==> config.mk <==
export PLATFORM = sky130hd
export DESIGN_NAME = pccard_host_decoder
export DESIGN_NICKNAME = d
export VERILOG_FILES = /design/src/rtl/pccard_host_decoder.sv
export SDC_FILE = /design/constraint.sdc
export NUM_CORES = 1
export LEC_CHECK = 0
export ABC_AREA = 1
export CAP_MARGIN = 20
export CORE_UTILIZATION = 45
export DETAILED_ROUTE_END_ITERATION = 7
export HOLD_SLACK_MARGIN = 0.15
export PLACE_DENSITY_LB_ADDON = 0.25
export SLEW_MARGIN = 0
export SYNTH_ARGS = -nofsm -noshare
export SYNTH_HDL_FRONTEND = slang
export SYNTH_SLANG_ARGS = --single-unit
==> constraint.sdc <==
create_clock -name clk -period 5.5 [get_ports clk]
set_input_delay 1.1 -clock clk [delete_from_list [all_inputs] [get_ports clk]]
set_output_delay 1.1 -clock clk [all_outputs]
set_load 0.01 [all_outputs]
==> src/rtl/pccard_host_decoder.sv <==
module pccard_host_decoder #(
  parameter logic [9:0] COM_BASE = 10'h3F8
) (
  input  logic       clk,
  input  logic       rst_n,
  input  logic       ce1_n,
  input  logic       ce2_n,
  input  logic       reg_n,
  input  logic       oe_n,
  input  logic       we_n,
  input  logic       iord_n,
  input  logic       iowr_n,
  input  logic       com_mode,
  input  logic [9:0] host_addr,
  input  logic [7:0] host_wdata,
  output logic [7:0] host_rdata,
  output logic       host_rdata_oe,
  output logic       io_ack_n,
  output logic       am_rd,
  output logic [7:0] am_raddr,
  input  logic [7:0] am_rdata,
  output logic       ur_rd,
  output logic [2:0] ur_raddr,
  input  logic [7:0] ur_rdata,
  output logic       am_wr,
  output logic       ur_wr,
  output logic [7:0] wr_index,
  output logic [7:0] wr_data
);

  logic       card_on, multi, sel, io_hit, even;
  logic       mem_rd, mem_wr, io_rd, io_wr, wr_idle;
  logic [9:0] byte_a;
  logic [2:0] nstb;

  logic       pend_q, pend_io_q;
  logic [9:0] pend_addr_q;
  logic [7:0] pend_data_q;

  assign card_on = !ce1_n || !ce2_n;
  assign byte_a  = {host_addr[9:1], ce1_n ? 1'b1 : (ce2_n ? host_addr[0] : 1'b0)};
  assign nstb    = 3'(!oe_n) + 3'(!we_n) + 3'(!iord_n) + 3'(!iowr_n);
  assign multi   = nstb > 3'd1;
  assign sel     = !reg_n && card_on && !multi;
  assign io_hit  = !com_mode || (byte_a[9:3] == COM_BASE[9:3]);
  assign even    = !byte_a[0];

  assign mem_rd  = sel && !oe_n;
  assign mem_wr  = sel && !we_n && even;
  assign io_rd   = sel && !iord_n && io_hit;
  assign io_wr   = sel && !iowr_n && io_hit;
  assign wr_idle = we_n && iowr_n;

  assign am_rd         = mem_rd && even;
  assign am_raddr      = byte_a[8:1];
  assign ur_rd         = io_rd;
  assign ur_raddr      = byte_a[2:0];
  assign host_rdata_oe = mem_rd || io_rd;
  assign io_ack_n      = !io_rd;
  assign host_rdata    = io_rd ? ur_rdata : (am_rd ? am_rdata : 8'h00);

  always_ff @(posedge clk or negedge rst_n) begin
    if (!rst_n) begin
      pend_q      <= 1'b0;
      pend_io_q   <= 1'b0;
      pend_addr_q <= '0;
      pend_data_q <= '0;
      am_wr       <= 1'b0;
      ur_wr       <= 1'b0;
      wr_index    <= '0;
      wr_data     <= '0;
    end else begin
      am_wr <= 1'b0;
      ur_wr <= 1'b0;
      if (multi) begin
        pend_q <= 1'b0;
      end else if (mem_wr || io_wr) begin
        pend_q      <= 1'b1;
        pend_io_q   <= io_wr;
        pend_addr_q <= byte_a;
        pend_data_q <= host_wdata;
      end else if (pend_q && wr_idle) begin
        pend_q   <= 1'b0;
        am_wr    <= !pend_io_q;
        ur_wr    <= pend_io_q;
        wr_index <= pend_io_q ? {5'b0, pend_addr_q[2:0]} : pend_addr_q[8:1];
        wr_data  <= pend_data_q;
      end
    end
  end

endmodule

==> impl_metrics.csv <==
group,metric,value,unit
yosys,yosysTopAreaCell,"dfrtp_1",
cells_and_area,design_area,2740,um2
yosys,ys_seq_elements,37,
drt,vias_per_cell,4.73,
timing,finalSetupTns,0,ns
setup_path,r2r_end,"wr_index[5]",
power_and_ir_drop,p_per_area,285,nW/um2
setup_path,cp.required,4.40,ns
cells_and_area,final_util,67.4,%
cells_and_area,fillerInstances,347,
setup_path,startpoint,"iowr_n",
clock_network,cts_max_level,2,
floorplanning,die_w,67.5,um
global_route,antenna_found_initial,0,
clock_network,cts_hold_buffers,0,
power_and_ir_drop,leakagePower,1.33,nW
power_and_ir_drop,clkPwrFrac,21.7,%
setup_path,critical_path_arrival,3.67,ns
setup_path,crit_path_start_kind,"primary input",
cells_and_area,final_cell_mix,"clkdlybuf4s50_1, nand2_1, dfrtp_1, nand3_1, nand2_2",
drt,drc,0,
power_and_ir_drop,p_int,552,uW
drt,wl_per_cell,12.1,um
yosys,syn_area_per_cell,8.78,um2
placed_design,post-dp-hpwl,3.21,mm
setup_path,crit_chain,"clkdlybuf4s50_1, fa_1, nor2_2, nor2_4, nand2_4, nor2_1, nand2_1, clkinv_1, nand2_1, nand2_1, clkdlybuf4s50_1",
yosys,synthTopCellsByArea,"dfrtp_1, nand2_1, nand3_1",
timing,slew_viol_final,0,
setup_path,crit_path_max_incr_delay,0.58,ns
clock_network,cts_buffers,5,
power_and_ir_drop,vdd_drop_max,0.122,mV
cells_and_area,antenna_cells,0,
drt,wl_met1,1.75,mm
worst_hold_path,hold_path_class,"reg2reg",
clock_network,cts-root-buf,"clkbuf_8",
drt,drtIter0Drc,80,
global_route,first_global_vias,1610,
placed_design,placedCellCount,336,
cells_and_area,fin_nets,338,
cells_and_area,fin_cells,342,
floorplanning,start_util,47.6,%
timing,fin_ws,0.734,ns
timing,grt_setup_unrepaired,"no",
timing,hold_ws,0.478,ns
global_route,grt_overflow,0,
global_route,grt_util_all_layers,20.7,%
clock_network,cts_resized,0,
placed_design,pre_cts_ws,0.720,ns
timing,worst_pin_slew,0.797,ns
power_and_ir_drop,switching_share,29.3,%
drt,highest_layer,"met4",
placed_design,portBuffers,84,
yosys,yosysSeqAreaShare,48.0,%
drt,ant_nets,0,
drt,drt-total-wl,4.15,mm
floorplanning,chipHeight,67.5,um
placed_design,place_area,2660,um2
clock_network,clockBufferDepth,2,
drt,wl_met3,270,um
timing,hold_violations,0,
timing,fin_crit,4.77,ns
setup_path,cp-endpoint,"host_rdata[4]",
cells_and_area,multi_input_area,805,um2
floorplanning,die_area,4560,um2
yosys,syn-num-nets,265,
cells_and_area,layout.area.seq,926,um2
clock_network,numClockSinks,37,
clock_network,post_cts_buffers,0,
power_and_ir_drop,pwr-share-comb,29.4,%
setup_path,worst_path_most_repeated_cell,"nand2_1",
power_and_ir_drop,seq_power_share,48.9,%
cells_and_area,syn2layout_area_growth,41.7,%
yosys,synth_top_area_share,48.0,%
clock_network,clk_latency,0.28,ns
setup_path,setup.worst_path.end_class,"output port",
setup_path,crit_fanout,11,
timing,relSlewSlack,46.9,%
timing,fin_skew,0.00777,ns
yosys,ys_types,22,
yosys,syn-cell-area,1930,um2
outcome,outcome,"complete, no violations",
global_route,grt_max_degree,38,
cells_and_area,layout_commonest_cell,"clkdlybuf4s50_1",
setup_path,ff2ff_setup_slack,4.08,ns
drt,wl_met2,2.05,mm
power_and_ir_drop,total_power,781,uW
global_route,grt_pass1_wl,7.02,mm
yosys,synth_warnings,0,
drt,num_vias,1617,
timing,period_share,86.7,%
floorplanning,core.rowCount,23,
floorplanning,coreArea,4060,um2
clock_network,path_clk_slew,0.07,ns
power_and_ir_drop,p_sw,229,uW
timing,setup_viol_count_final,0,
setup_path,slowest_stage,"clkdlybuf4s50_1",
clock_network,cts_tree,"done",
setup_path,r2r-start,"pend_q",
timing,fmax,0.210,GHz
drt,dr.pass1.iters,4,
floorplanning,num_io_pins,85,
cells_and_area,drive_gt1_share,15.4,%
setup_path,r2r_cells,6,
placed_design,place.gp.congestion,0.796,
setup_path,crit_type,"in2out",
yosys,syn_inst,220,
job,max_cap_viol_count,0,
## cells by family after synthesis
group           after synthesis  share of synthesized area (%)
flops                        37                           48.0
compound gates                5                           1.81
fa+ha+maj                     1                           1.04
simple gates                151                           38.8
buf+inv                      26                           10.4
## registers in the layout, indices dropped and copies added, names as in the netlist
signal,flops
am_wr,1
wr_index,8
pend_q,1
wr_data,8
pend_addr_q,9
pend_data_q,8
ur_wr,1
pend_io_q,1
## cells in the mapped netlist, drive strengths merged
cell    count
nand2     101
dfrtp      37
nand3      35
buf        18
nor2       14
inv         5
a31oi       3
clkinv      2
a21o        1
a21oi       1
clkbuf      1
fa          1
nand3b      1
## area by class of cell
cell class                 count  area share [%]
sequential                    37            33.8
timing repair buffer          85            30.8
multi-input combinational    157            29.4
clock buffer                   5            2.51
tap                           50            2.29
inverter                       7           0.960
clock inverter                 1           0.183
## power by group through the flow
stage	clock, mW	sequential [mW]	combinational (mW)
finish	0.169	0.382	0.230
global route	0.182	0.391	0.258
CTS	0.172	0.382	0.233
detailed placement	0	0.388	0.232
global placement	0	0.384	0.225
floorplan	0	0.392	0.104
## per-layer routing
layer	track usage, %	up-vias
met1	25.6	715
met2	34.3	65
met5	0	-
li1	-	831
met4	9.04	0
met3	4.73	6
## worst min-delay path by stage
| stage | to | start | slack (ns) | cells after the start |
|---|---|---|---|---|
| finish | wr_data[7] | wr_data[7] | 0.48 | 2 |
| global route | wr_data[4] | wr_data[4] | 0.50 | 2 |
| CTS | wr_data[3] | pend_data_q[3] | 0.48 | 2 |
| detailed placement | wr_data[3] | pend_data_q[3] | 0.47 | 2 |
| global placement | wr_data[7] | wr_data[7] | 0.45 | 2 |
| floorplan | wr_data[0] | pend_data_q[0] | 0.45 | 2 |
## critical path, delay by kind of cell
kind / cells / cell delay [ns]
fa+ha+maj: 1 / 0.46
buf+inv: 3 / 1.36
simple gates: 7 / 0.72
(Power assumes the default switching activity.)
